--- src/rtl/chain_dma_pkg.sv ---
// Shared constants and state type of the descriptor chain DMA engine.
// Assumes 32-bit data words and link-word flags in the top three bits.
package chain_dma_pkg;
    localparam int DATA_W       = 32;
    localparam int LNK_NEXT_BIT = 31;
    localparam int LNK_UPD_BIT  = 30;
    localparam int LNK_ACK_BIT  = 29;

    localparam logic [2:0] REG_CTRL  = 3'd0;
    localparam logic [2:0] REG_LIST  = 3'd1;
    localparam logic [2:0] REG_LINK  = 3'd2;
    localparam logic [2:0] REG_BASE  = 3'd3;
    localparam logic [2:0] REG_SIZE  = 3'd4;

    localparam logic [1:0] WORD_LINK = 2'd0;
    localparam logic [1:0] WORD_BASE = 2'd1;
    localparam logic [1:0] WORD_SIZE = 2'd2;

    typedef enum logic [1:0] {
        ST_IDLE,
        ST_CHECK,
        ST_ISSUE,
        ST_FETCH
    } eng_state_e;
endpackage

--- src/rtl/chain_dma_regs.sv ---
// Holds the list base and the current descriptor (link fields, buffer base,
// buffer size). Software writes land only when the top allows them (idle);
// descriptor words fetched from memory overwrite the matching field.
module chain_dma_regs
    import chain_dma_pkg::*;
#(
    parameter int DW    = 32,
    parameter int OFS_W = 16
) (
    input  logic             clk,
    input  logic             rst_n,
    input  logic             cfg_en,
    input  logic [2:0]       cfg_sel,
    input  logic [DW-1:0]    cfg_wdata,
    input  logic             ld_valid,
    input  logic [1:0]       ld_idx,
    input  logic [DW-1:0]    ld_data,
    output logic [DW-1:0]    list_base,
    output logic [DW-1:0]    buf_base,
    output logic [DW-1:0]    buf_size,
    output logic [OFS_W-1:0] lnk_ofs,
    output logic             lnk_next,
    output logic             lnk_upd,
    output logic             lnk_ack
);
    // Register update: memory loads take precedence over (idle-only) writes.
    always_ff @(posedge clk) begin
        if (!rst_n) begin
            list_base <= '0;
            buf_base  <= '0;
            buf_size  <= '0;
            lnk_ofs   <= '0;
            lnk_next  <= 1'b0;
            lnk_upd   <= 1'b0;
            lnk_ack   <= 1'b0;
        end else if (ld_valid) begin
            case (ld_idx)
                WORD_LINK: begin
                    lnk_ofs  <= ld_data[OFS_W-1:0];
                    lnk_next <= ld_data[LNK_NEXT_BIT];
                    lnk_upd  <= ld_data[LNK_UPD_BIT];
                    lnk_ack  <= ld_data[LNK_ACK_BIT];
                end
                WORD_BASE: buf_base <= ld_data;
                default:   buf_size <= ld_data;
            endcase
        end else if (cfg_en) begin
            case (cfg_sel)
                REG_LIST: list_base <= cfg_wdata;
                REG_LINK: begin
                    lnk_ofs  <= cfg_wdata[OFS_W-1:0];
                    lnk_next <= cfg_wdata[LNK_NEXT_BIT];
                    lnk_upd  <= cfg_wdata[LNK_UPD_BIT];
                    lnk_ack  <= cfg_wdata[LNK_ACK_BIT];
                end
                REG_BASE: buf_base <= cfg_wdata;
                REG_SIZE: buf_size <= cfg_wdata;
                default: ;
            endcase
        end
    end
endmodule

--- src/rtl/chain_dma_fetch.sv ---
// Reads two or three consecutive descriptor words starting at start_addr.
// Requests are pipelined; responses arrive in order at least one cycle
// after their grant. Each response is presented with its word index.
module chain_dma_fetch #(
    parameter int DW = 32
) (
    input  logic          clk,
    input  logic          rst_n,
    input  logic          start,
    input  logic          abort,
    input  logic [DW-1:0] start_addr,
    input  logic          three_words,
    output logic          mrd_req,
    output logic [DW-1:0] mrd_addr,
    input  logic          mrd_gnt,
    input  logic          mrd_rvalid,
    input  logic [DW-1:0] mrd_rdata,
    output logic          wr_valid,
    output logic [1:0]    wr_idx,
    output logic [DW-1:0] wr_data,
    output logic          fetch_done
);
    logic          active;
    logic [DW-1:0] base_q;
    logic [1:0]    total;
    logic [1:0]    issued;
    logic [1:0]    got;

    // Request and response steering.
    always_comb begin
        mrd_req    = active && (issued != total);
        mrd_addr   = base_q + DW'({issued, 2'b00});
        wr_valid   = active && mrd_rvalid;
        wr_idx     = got;
        wr_data    = mrd_rdata;
        fetch_done = wr_valid && (got == total - 2'd1);
    end

    // Issue and receive counters.
    always_ff @(posedge clk) begin
        if (!rst_n || abort) begin
            active <= 1'b0;
            base_q <= '0;
            total  <= '0;
            issued <= '0;
            got    <= '0;
        end else if (start) begin
            active <= 1'b1;
            base_q <= start_addr;
            total  <= three_words ? 2'd3 : 2'd2;
            issued <= '0;
            got    <= '0;
        end else if (active) begin
            if (mrd_req && mrd_gnt) issued <= issued + 2'd1;
            if (wr_valid)           got    <= got + 2'd1;
            if (fetch_done)         active <= 1'b0;
        end
    end


    req_hold_chk: assert property (@(posedge clk) disable iff (!rst_n)
        (mrd_req && !mrd_gnt && !abort) |=> (mrd_req && $stable(mrd_addr)));


    resp_after_req_chk: assert property (@(posedge clk) disable iff (!rst_n)
        wr_valid |-> (got < issued));
endmodule

--- src/rtl/chain_dma_check.sv ---
// Alignment screen on the descriptor about to be issued: base must be word
// aligned; in chain mode a non-final size must be a block-size multiple.
module chain_dma_check #(
    parameter int DW         = 32,
    parameter int ALIGN_LOG2 = 5
) (
    input  logic [DW-1:0] buf_base,
    input  logic [DW-1:0] buf_size,
    input  logic          chain_mode,
    input  logic          lnk_next,
    output logic          bad
);
    logic size_bad;

    generate
        if (ALIGN_LOG2 > 0) begin : g_size_rule
            // Non-final chained sizes must clear the low block bits.
            always_comb size_bad = chain_mode && lnk_next && (|buf_size[ALIGN_LOG2-1:0]);
        end else begin : g_no_size_rule
            // Block size of one byte: every size is acceptable.
            always_comb size_bad = 1'b0;
        end
    endgenerate

    // Combined verdict.
    always_comb bad = (|buf_base[1:0]) || size_bad;
endmodule

--- src/rtl/chain_dma_engine.sv ---
// Descriptor chain DMA engine top. Sequences check -> issue -> fetch per
// descriptor, in single or chain mode, and stops on error or a zero
// control write. Assumes configuration registers are written while idle.
module chain_dma_engine
    import chain_dma_pkg::*;
#(
    parameter int DW         = 32,
    parameter int OFS_W      = 16,
    parameter int ALIGN_LOG2 = 5
) (
    input  logic          clk,
    input  logic          rst_n,
    input  logic          cfg_we,
    input  logic [2:0]    cfg_addr,
    input  logic [DW-1:0] cfg_wdata,
    output logic          mrd_req,
    output logic [DW-1:0] mrd_addr,
    input  logic          mrd_gnt,
    input  logic          mrd_rvalid,
    input  logic [DW-1:0] mrd_rdata,
    output logic          seg_valid,
    input  logic          seg_ready,
    output logic [DW-1:0] seg_addr,
    output logic [DW-1:0] seg_len,
    output logic          seg_flag,
    output logic          done,
    output logic          err
);
    eng_state_e       state;
    logic             chain_mode;
    logic             ctrl_wr, start, stop, cfg_en;
    logic [DW-1:0]    list_base, buf_base, buf_size;
    logic [OFS_W-1:0] lnk_ofs;
    logic             lnk_next, lnk_upd, lnk_ack;
    logic             ld_valid, fetch_done, bad;
    logic [1:0]       ld_idx;
    logic [DW-1:0]    ld_data;
    logic             fetch_go;

    // Control decode and handshake qualifiers.
    always_comb begin
        ctrl_wr  = cfg_we && (cfg_addr == REG_CTRL);
        start    = ctrl_wr && (state == ST_IDLE) && cfg_wdata[0];
        stop     = ctrl_wr && (cfg_wdata == '0);
        cfg_en   = cfg_we && (state == ST_IDLE) && (cfg_addr != REG_CTRL);
        fetch_go = (state == ST_ISSUE) && seg_ready && chain_mode && lnk_next && !stop;
    end

    chain_dma_regs #(.DW(DW), .OFS_W(OFS_W)) u_regs (
        .clk(clk), .rst_n(rst_n),
        .cfg_en(cfg_en), .cfg_sel(cfg_addr), .cfg_wdata(cfg_wdata),
        .ld_valid(ld_valid), .ld_idx(ld_idx), .ld_data(ld_data),
        .list_base(list_base), .buf_base(buf_base), .buf_size(buf_size),
        .lnk_ofs(lnk_ofs), .lnk_next(lnk_next), .lnk_upd(lnk_upd), .lnk_ack(lnk_ack)
    );

    chain_dma_fetch #(.DW(DW)) u_fetch (
        .clk(clk), .rst_n(rst_n),
        .start(fetch_go), .abort(stop),
        .start_addr(list_base + DW'(lnk_ofs)), .three_words(lnk_upd),
        .mrd_req(mrd_req), .mrd_addr(mrd_addr), .mrd_gnt(mrd_gnt),
        .mrd_rvalid(mrd_rvalid), .mrd_rdata(mrd_rdata),
        .wr_valid(ld_valid), .wr_idx(ld_idx), .wr_data(ld_data),
        .fetch_done(fetch_done)
    );

    chain_dma_check #(.DW(DW), .ALIGN_LOG2(ALIGN_LOG2)) u_check (
        .buf_base(buf_base), .buf_size(buf_size),
        .chain_mode(chain_mode), .lnk_next(lnk_next), .bad(bad)
    );

    // Segment port view of the current descriptor.
    always_comb begin
        seg_valid = (state == ST_ISSUE);
        seg_addr  = buf_base;
        seg_len   = buf_size;
        seg_flag  = lnk_ack;
    end

    // Engine sequencer with done pulse and sticky error.
    always_ff @(posedge clk) begin
        if (!rst_n) begin
            state      <= ST_IDLE;
            chain_mode <= 1'b0;
            done       <= 1'b0;
            err        <= 1'b0;
        end else begin
            done <= 1'b0;
            if (stop) begin
                state <= ST_IDLE;
            end else begin
                case (state)
                    ST_IDLE: if (start) begin
                        state      <= ST_CHECK;
                        chain_mode <= cfg_wdata[1];
                        err        <= 1'b0;
                    end
                    ST_CHECK: begin
                        if (bad) begin
                            err   <= 1'b1;
                            state <= ST_IDLE;
                        end else begin
                            state <= ST_ISSUE;
                        end
                    end
                    ST_ISSUE: if (seg_ready) begin
                        if (chain_mode && lnk_next) begin
                            state <= ST_FETCH;
                        end else begin
                            done  <= 1'b1;
                            state <= ST_IDLE;
                        end
                    end
                    default: if (fetch_done) state <= ST_CHECK;
                endcase
            end
        end
    end


    seg_hold_chk: assert property (@(posedge clk) disable iff (!rst_n)
        (seg_valid && !seg_ready && !cfg_we) |=>
            (seg_valid && $stable(seg_addr) && $stable(seg_len) && $stable(seg_flag)));


    seg_align_chk: assert property (@(posedge clk) disable iff (!rst_n)
        seg_valid |-> (seg_addr[1:0] == 2'b00));


    done_pulse_chk: assert property (@(posedge clk) disable iff (!rst_n)
        done |=> !done);


    err_quiet_chk: assert property (@(posedge clk) disable iff (!rst_n)
        err |-> (!seg_valid && !done));


    stop_chk: assert property (@(posedge clk) disable iff (!rst_n)
        (cfg_we && cfg_addr == REG_CTRL && cfg_wdata == '0) |=> (!seg_valid && !mrd_req && !done));


    single_noread_chk: assert property (@(posedge clk) disable iff (!rst_n)
        (!chain_mode && state != ST_IDLE) |-> !mrd_req);
endmodule

--- config.mk ---
export PLATFORM = sky130hd
export DESIGN_NAME = chain_dma_engine
export DESIGN_NICKNAME = d
export VERILOG_FILES = /design/src/rtl/chain_dma_pkg.sv /design/src/rtl/chain_dma_regs.sv /design/src/rtl/chain_dma_fetch.sv /design/src/rtl/chain_dma_check.sv /design/src/rtl/chain_dma_engine.sv
export SDC_FILE = /design/constraint.sdc
export NUM_CORES = 1
export LEC_CHECK = 0
export ABC_AREA = 1
export BUFFER_PORTS_ARGS = -buffer_cell sky130_fd_sc_hd__buf_2
export CAP_MARGIN = 20
export CORE_ASPECT_RATIO = 0.9
export CORE_MARGIN = 2
export CORE_UTILIZATION = 57
export CTS_CLUSTER_SIZE = 12
export DETAILED_ROUTE_END_ITERATION = 8
export GPL_ROUTABILITY_DRIVEN = 0
export HOLD_SLACK_MARGIN = 0.1
export PLACE_DENSITY = 0.89
export SETUP_SLACK_MARGIN = 0.5
export SYNTH_ARGS = -nofsm -noshare
export SYNTH_HDL_FRONTEND = slang
export SYNTH_HIERARCHICAL = 1
export SYNTH_SLANG_ARGS = --single-unit
--- constraint.sdc ---
create_clock -name clk -period 2.5 [get_ports clk]
set_input_delay 0.625 -clock clk [delete_from_list [all_inputs] [get_ports clk]]
set_output_delay 0.625 -clock clk [all_outputs]
set_load 0.1 [all_outputs]
[Yosys cells after proc, flatten, opt, wreduce, memory -nomap -nowiden]
Cells that the tools add are included.
Word-level totals
  logic and storage cells: 125
  flip-flop bits (word level): 159
  bits of input ports: 73
Operators by class
  bitwise operators: 5
  mux-type cells: 38
  add/sub/neg operators: 5
  reduce and logical (&&, ||, !) cells: 46
  eq/ne operators: 15
Operators with widths (number)
  32-bit 2-to-1 mux: 8
  16-bit 2-to-1 mux: 4
  32-bit by 16-bit adder with 32-bit output: 1
  32-bit by 4-bit adder with 32-bit output: 1
  32-bit zero test: 1
  1-bit 2-to-1 mux: 19
  3-bit AND reduction: 6
  1-bit logical AND: 16
  2-bit 2-to-1 mux: 5
  2-bit nonzero test: 5
  2-bit OR reduction: 4
  3-bit by 2-bit == test with 1-bit output (second input constant): 2
  2-bit by 1-bit inequality test with 1-bit output (second input constant): 3
  2-bit inequality test (second input constant): 3
  2-bit case mux with 3 select lines: 1
  1-bit inverter: 5
  5-bit OR reduction: 1
  2-bit by 1-bit adder with 2-bit output (second input constant): 2
  2-bit by 1-bit == test with 1-bit output (second input constant): 2
  2-bit zero test: 2
  2-bit AND reduction: 2
  4-bit AND reduction: 1
  4-bit nonzero test: 1
  4-bit OR reduction: 1
  11 further kinds: 13

[Longest topological paths before layout]
Gate-level depths: netlist (run 1).
  depth in word-level cells: 6
  gate-level depth with buffers: 14
  mapped depth without buffers: 14

[Cells and area by module]
The synthesis (run 1) kept the hierarchy.
By module, submodules not included
  chain_dma_regs: cells an instance 798, instances 1, seq. area each 2302.2 µm², area an instance 5281.3 µm²
  chain_dma_fetch: cells an instance 413, instances 1, seq. area each 780.7 µm², area an instance 2590.0 µm²
  chain_dma_engine: cells an instance 397, instances 1, seq. area each 100.1 µm², area an instance 2013.2 µm²
  chain_dma_check: cells an instance 9, instances 1, seq. area each 0.0 µm², area an instance 35.0 µm²

[Worst setup path before layout (run 1)]
OpenSTA, ideal clock, no wires.
  path kind: register -> output
  start point: register u_fetch.issued[0]
  end point: output port mrd_addr[10]
  stages on the path, launching flop included: 7
  data arrival time: 2.882 ns
  path buffers: 0
  setup slack: -1.007 ns
  data required time: 1.875 ns
  cell sequence: dfxtp_1 -> ha_1 -> inv_1 -> fa_1 -> nor2_4 -> nand2_2 -> xnor2_1
On the way
  cells in the longest elaborated chain, start to end: 1
RTL lines
  from (decl): RTL line chain_dma_fetch.sv:26  | logic [1:0] issued;
  from (signal assigned): RTL line chain_dma_fetch.sv:54  | if (mrd_req && mrd_gnt) issued <= issued + 2'd1;
  32-bit by 4-bit adder with 32-bit output: RTL line chain_dma_fetch.sv:32  | mrd_addr = base_q + DW'({issued, 2'b00});
  to (decl): RTL line chain_dma_engine.sv:17  | output logic [DW-1:0] mrd_addr,
Every way passes these cells.

[Final worst setup path (run 1)]
  start point: register u_fetch.base_q[2]
  end point: output port mrd_addr[30]
On the way
  cells in the longest elaborated chain, start to end: 1
RTL lines
  from (decl): RTL line chain_dma_fetch.sv:24  | logic [DW-1:0] base_q;
  from (signal assigned): RTL line chain_dma_fetch.sv:49  | base_q <= start_addr;
  32-bit by 4-bit adder with 32-bit output: RTL line chain_dma_fetch.sv:32
Every way passes these cells.

==> results of run 1 <==
layout make-up:
type                            instances  share of cell area [%]
Timing Repair Buffer                  226                   14.60
Sequential cell                       159                   24.87
Clock inverter                         10                   1.052
Clock buffer                           22                   3.579
Antenna cell                            1                 0.01930
Multi-Input combinational cell       1179                   48.36
Inverter                              178                   5.248
Tap cell                              235                   2.267
cells in the mapped netlist, types with 5 or more instances:
| master | count | share of area (%) |
|---|---|---|
| dfxtp_1 | 159 | 32 |
| nand2_1 | 512 | 19 |
| nand4_1 | 5 | 0.32 |
| buf_2 | 38 | 1.9 |
| nand2_2 | 7 | 0.44 |
| nor2_2 | 8 | 0.50 |
| nand3_1 | 119 | 6.0 |
| buf_6 | 7 | 0.79 |
| nor2_1 | 239 | 9.0 |
| nand3b_1 | 16 | 1.2 |
| xnor2_1 | 5 | 0.44 |
| ha_1 | 21 | 2.6 |
| nor3_1 | 9 | 0.45 |
| a21oi_1 | 138 | 7.0 |
| o21ai_0 | 44 | 2.2 |
| clkbuf_1 | 22 | 0.83 |
| xor2_1 | 25 | 2.2 |
| buf_4 | 34 | 2.6 |
| inv_1 | 174 | 6.6 |
stage by stage:
| step | std cells | setup WS [ns] | power (mW) |
|---|---|---|---|
| after detailed placement | 1951 | 0.04163 | 4.436 |
| final | 2010 | -0.2646 | 7.219 |
| after floorplan | 1617 | -0.1473 | 4.146 |
| after global placement | 1951 | 0.1082 | 4.383 |
| after CTS | 1997 | -0.2717 | 7.076 |
| after global routing | 2009 | -0.3554 | 7.459 |
critical path: stages, from the launching register on:
cell      delay, ns
dfxtp_2        0.36
ha_4           0.14
inv_2          0.03
fa_2           0.40
nor2_4         0.16
inv_2          0.06
nor2_4         0.15
nand3b_1       0.15
nand2_4        0.09
buf_12         0.16
cells in the final DEF (no fill, tap or decap), drive strengths merged, types with 8 or more instances in the layout:
master / netlist / routed
buf: 80 / 224
nand2: 519 / 519
ha: 21 / 21
inv: 177 / 175
nand3b: 16 / 16
a21oi: 139 / 139
nor3: 12 / 12
xor2: 25 / 25
dfxtp: 159 / 159
nor2: 250 / 250
clkbuf: 22 / 24
nand3: 124 / 125
o21ai: 46 / 46
clkinv: 1 / 8
power by group:
part           internal, mW  switching [mW]  leakage (nW)
combinational         0.479            1.29          4.62
sequential             2.66           0.107          1.30
clock                  1.62            1.06         0.298
worst max-delay path by stage:
stage | end | slack, ns | depth (start not counted)
after floorplan | mrd_addr[18] | -0.15 | 7
after global placement | mrd_addr[16] | 0.11 | 8
after detailed placement | mrd_addr[16] | 0.04 | 8
after CTS | mrd_addr[18] | -0.27 | 8
after global routing | mrd_addr[30] | -0.36 | 10
final | mrd_addr[30] | -0.26 | 9
kinds of logic after synthesis:
group / after synthesis
AOI/OAI and AO/OA: 189
xor gates and xnor gates: 30
adders and majority gates: 23
buffers and inverters: 280
DFF: 159
and+or+nand+nor: 936
repair_timing:
item / in CTS / in global routing
gates cloned: 0 / 3
endpoints found under the hold margin: 0 / 0
setup endpoints to repair: 72 / 115
gates resized for setup: 57 / 92
pin swaps: 21 / 46
buffers inserted: 14 / 9
metal layers:
metal,share of wire (%),vias up,GRT usage (%),routed length (um)
li1,-,5295,-,-
met1,39,5014,38.42,11910
met2,48,648,51.42,14870
met3,9.5,99,6.171,2926
met4,3.2,0,11.82,972
met5,0,-,0,0
sequential cells by signal, indices dropped and copies added (netlist names):
signal / cells
u_fetch/wr_idx: 2
done: 1
u_regs/buf_size: 32
u_regs/list_base: 32
u_regs/lnk_next: 1
u_regs/lnk_ack: 1
err: 1
u_fetch/issued: 2
u_regs/lnk_upd: 1
u_regs/lnk_ofs: 16
chain_mode: 1
state: 2
u_fetch/base_q: 32
u_regs/buf_base: 32
u_fetch/active: 1
u_fetch/total: 2
==> flow_metrics.py, run 1 <==
metrics = {
    "run_status": {
        "status": "finished, violations left",
        "violations": "negative setup slack",
    },
    "placed_design": {
        "io_buffers": 173,
        "place_area_sq_mm": 0.01164,
        "dp_hpwl_um": 20360,
    },
    "sta": {
        "setup_viol": 26,
        "hold_viol": 0,
        "worstMarginPinSlew_ns": 0.5280,
        "relSlewSlack_pct": 65.04,
        "holdWs_ns": 0.4744,
        "drv_slew": 0,
        "setup_ws_ns": -0.2646,
        "rsz0062_at_grt": "true",
        "period_needed_ns": 2.765,
        "period_share_pct": 110.6,
        "fmax_mhz": 361.7,
        "fin_skew_ns": 0.008137,
        "tns_ns": -4.013,
    },
    "floorplan": {
        "start_util_pct": 58.53,
        "core_sq_mm": 0.01695,
        "die_y_um": 129.2,
        "dieWidth_um": 143.1,
        "dieArea_sq_mm": 0.01848,
        "ios": 174,
        "rows": 45,
    },
    "synthesis": {
        "ys_seq_area_share_pct": 32.09,
        "synthMuxAreaShare_pct": 0,
        "synth_edf_count": 0,
        "synth_top_family_by_area": "simple AND/OR/NAND/NOR gates",
        "synth-xor-area-share_pct": 2.649,
        "ys.flop_type": "dfxtp_1",
        "synth_area_sq_mm": 0.009920,
        "synth_adder_area_share_pct": 3.052,
        "avgSynthCellArea_sq_um": 6.135,
        "synth-compound-area-share_pct": 9.750,
        "synthSimpleGateAreaFrac_pct": 39.57,
        "synth_nets": 1713,
        "yosysUniqueCellTypes": 40,
        "ys.warnings.count": 6,
        "async_flop_share_pct": 0,
        "syn_inst": 1617,
        "ys_ff_latch": 159,
    },
    "setup_path": {
        "rrSetupSlack_ns": 0.47,
        "critical_path_class": "reg2out",
        "setup.worst_path.end_class": "primary output",
        "cp.arrival_ns": 2.14,
        "r2r_cells": 14,
        "r2r_end": "u_fetch/base_q[22]",
        "cp.required_ns": 1.88,
        "reg2reg_from": "u_regs/list_base[0]",
        "critPathLaunch": "u_fetch/base_q[2]",
        "cp-start-kind": "flip-flop",
        "crit_fanout": 4,
    },
    "job": {
        "cap_violations": 0,
    },
    "finish": {
        "drive_gt1_share_pct": 24.30,
        "multiInputGateArea_sq_mm": 0.006272,
        "fin_area_sq_mm": 0.01297,
        "regArea_sq_mm": 0.003226,
        "fin_util_pct": 76.52,
        "synthToLayoutAreaGrowth_pct": 30.74,
        "nFillCells": 1134,
        "fin_nets": 1857,
    },
    "route": {
        "drtIter0Drc": 1161,
        "avgRoutedWirePerCell_um": 15.27,
        "routed_via_density": 5.500,
        "via_count": 11060,
        "ant_nets": 0,
        "drt-pass1-iter-count": 9,
        "drc": 0,
        "wl_um": 30680,
    },
    "clocking": {
        "cts_tree": "yes",
        "clk_latency_ns": 0.44,
        "cts_max_path_buffers": 2,
        "htreeDepth": 4,
        "cts_buffers": 17,
        "holdBufCountCts": 0,
        "cts.sinks": 159,
        "clk_pin_slew_ns": 0.06,
        "root_buffer": "clkbuf_16",
    },
    "worst_hold_path": {
        "hp-start": "cfg_wdata[19]",
        "holdPathEnd": "u_regs/list_base[19]",
        "hold_depth": 3,
        "min_path_type": "in2reg",
    },
    "power": {
        "leakage_nw": 6.213,
        "power_density_mw_per_mm2": 556.7,
        "vdd_drop_max_v": 0.0004958,
    },
    "global_routing": {
        "grt_max_degree": 119,
        "antenna_found_initial": 0,
        "grt_pass1_vias": 9741,
        "gr-total-overflow": 0,
        "grt_pass1_wl_um": 45570,
        "grtUsageTotal_pct": 30.43,
    },
}
Note: power is estimated with default switching activity, not from simulation.
==> inputs of run 2 (changes only) <==
--- a/config.mk
+++ b/config.mk
@@ -10,7 +10,7 @@
 export CAP_MARGIN = 20
 export CORE_ASPECT_RATIO = 0.9
 export CORE_MARGIN = 2
-export CORE_UTILIZATION = 57
+export CORE_UTILIZATION = 56
 export CTS_CLUSTER_SIZE = 12
 export DETAILED_ROUTE_END_ITERATION = 8
 export GPL_ROUTABILITY_DRIVEN = 0
@@ -19,5 +19,4 @@
 export SETUP_SLACK_MARGIN = 0.5
 export SYNTH_ARGS = -nofsm -noshare
 export SYNTH_HDL_FRONTEND = slang
-export SYNTH_HIERARCHICAL = 1
 export SYNTH_SLANG_ARGS = --single-unit
==> run 2 against run 1 <==
The flow finishes with violations (design-rule violations, negative setup slack). Critical path type unchanged. Global-route usage up 4.4 points. Area after synthesis down 13%. Hold slack worse by 0.015 ns.
==> flow_metrics.py, run 2 <==
metrics = {
    "run_status": {
        "status": "finished, violations left",
        "violations": "design-rule violations, negative setup slack",
    },
    "finish": {
        "fin_area_sq_mm": 0.01187,
        "layout_commonest_cell": "nand2_1",
        "nFillCells": 873,
        "fin_util_pct": 79.80,
        "drive_gt1_share_pct": 25.38,
        "multiInputGateArea_sq_mm": 0.005398,
        "final_cell_mix": "nand2_1 (270), nor2_1 (201), dfxtp_1 (151)",
        "synthToLayoutAreaGrowth_pct": 38.29,
        "regArea_sq_mm": 0.003196,
        "fin_nets": 1602,
    },
    "global_routing": {
        "grt_pass1_wl_um": 45020,
        "grtUsageTotal_pct": 34.80,
        "grt_pass1_vias": 9322,
        "gr-total-overflow": 0,
        "antenna_found_initial": 0,
        "grt_max_degree": 65,
    },
    "synthesis": {
        "synth_area_sq_mm": 0.008582,
        "ys.warnings.count": 0,
        "synth_commonest_cells": "nand2_1 (283), nor2_1 (207), dfxtp_1 (159)",
        "synth_edf_count": 0,
        "synth_top_cell_by_area": "dfxtp_1",
        "ys_ff_latch": 159,
        "yosysMostFrequentCell": "nand2_1",
        "synth_nets": 1397,
        "avgSynthCellArea_sq_um": 6.607,
        "ys.flop_type": "dfxtp_1",
        "syn_inst": 1299,
        "ys_seq_area_share_pct": 37.09,
        "yosysUniqueCellTypes": 38,
        "synthTopCellsByArea": "dfxtp_1 (37%), nand2_1 (12%), nor2_1 (9.1%), o21ai_0 (8.7%), inv_1 (6.3%)",
        "synth_top_cell_area_share_pct": 37.09,
        "async_flop_share_pct": 0,
    },
    "route": {
        "drc": 1,
        "drtIter0Drc": 1605,
        "routed_via_density": 5.884,
        "drt-pass1-iter-count": 9,
        "wl_um": 31300,
        "via_count": 10100,
        "ant_nets": 0,
        "avgRoutedWirePerCell_um": 18.24,
    },
    "placed_design": {
        "pre_cts_slack_ns": -0.2086,
        "place_area_sq_mm": 0.01079,
        "dp_hpwl_um": 19910,
        "io_buffers": 173,
    },
    "sta": {
        "period_needed_ns": 3.120,
        "fin_skew_ns": 0.006249,
        "rsz0062_at_grt": "true",
        "worstMarginPinSlew_ns": 0.5433,
        "tns_ns": -11.85,
        "setup_ws_ns": -0.6203,
        "holdWs_ns": 0.4595,
        "period_share_pct": 124.8,
        "relSlewSlack_pct": 63.77,
        "fmax_mhz": 320.5,
        "setup_viol": 28,
        "drv_slew": 0,
        "hold_viol": 0,
    },
    "setup_path": {
        "cp.required_ns": 1.88,
        "cp-start-kind": "flip-flop",
        "critical_path_class": "reg2out",
        "setup.worst_path.end_class": "primary output",
        "cp.arrival_ns": 2.50,
        "crit_fanout": 3,
    },
    "floorplan": {
        "dieWidth_um": 134.5,
        "dieArea_sq_mm": 0.01633,
        "die_y_um": 121.4,
        "core_sq_mm": 0.01487,
        "rows": 42,
        "ios": 174,
        "start_util_pct": 57.71,
    },
    "power": {
        "power_density_mw_per_mm2": 559.2,
        "leakage_nw": 5.438,
        "vdd_drop_max_v": 0.0005531,
    },
    "clocking": {
        "clk_pin_slew_ns": 0.06,
        "clk_latency_ns": 0.44,
        "holdBufCountCts": 0,
        "cts.sinks": 159,
        "cts_max_path_buffers": 2,
        "cts_tree": "yes",
        "cts_buffers": 17,
        "root_buffer": "clkbuf_16",
        "htreeDepth": 4,
    },
    "job": {
        "cap_violations": 0,
    },
    "worst_hold_path": {
        "min_path_type": "in2reg",
    },
}
[run 2: changes by cell type after synthesis, moves of 30 or more]
cell	previous run	this run
nor2_1	239	207
a21oi_1	138	79
inv_1	174	144
nand3_1	119	54
nand2_1	512	283
o21ai_0	44	149
[run 2: final timing paths]
path | start | to | slack [ns] | depth (start not counted)
worst min register to register | chain_mode | chain_mode | 0.46 | 2
worst max-delay path | u_fetch.base_q[3] | mrd_addr[27] | -0.62 | 8
worst min-delay path | cfg_wdata[7] | u_regs.list_base[7] | 0.46 | 3
worst max register to register | u_regs.lnk_ofs[3] | u_fetch.base_q[19] | 0.45 | 12
[run 2: critical path, cell delays in order, from the launching register on]
cell,delay [ns]
dfxtp_1,0.35
ha_1,0.28
a21oi_1,0.13
nor2_2,0.16
nand2_2,0.10
nor2_4,0.14
nand4_1,0.36
xor2_4,0.32
buf_12,0.20
[run 2: final cells by class]
cell class	count	area share, %
inverters	155	5.018
diodes	1	0.02109
clock buffers	19	3.817
multi-input cells	934	45.48
well taps	198	2.088
repair buffers	237	15.75
clock inverters	13	0.8962
flip-flops and latches	159	26.93
[run 2: logic make-up after synthesis]
logic type | share of synthesized area (%)
simple gates | 29.63
compound gates | 15.35
buf+inv | 9.520
flops | 37.09
xor+xnor | 4.593
fa+ha+maj | 3.820
[run 2: per-layer routing]
metal | share of wire, % | wire length [um] | track usage (%)
met1 | 36 | 11150 | 41.88
met2 | 46 | 14450 | 57.88
met3 | 12 | 3834 | 8.271
met4 | 6.0 | 1865 | 18.29
met5 | 0 | 0 | 0
[run 2: what timing repair did]
action	4_1_cts	5_1_grt
buffers inserted	3	11
setup endpoints to repair	49	97
gates cloned	0	0
pin swaps	10	13
resized for setup	33	54
[run 2: power breakdown]
group          switching, mW  leakage, nW  internal [mW]  total, mW
registers             0.0951         1.29           2.67       2.76
clock network           1.16        0.261           1.34       2.50
logic                   1.04         3.89          0.334       1.38
[run 2: through the flow]
| step | total power, mW | instances |
|---|---|---|
| 2_1_floorplan | 3.789 | 1299 |
| 3_3_place_gp | 4.052 | 1669 |
| 3_5_place_dp | 4.080 | 1669 |
| 4_1_cts | 6.528 | 1704 |
| 5_1_grt | 6.831 | 1715 |
| 6_report | 6.636 | 1716 |
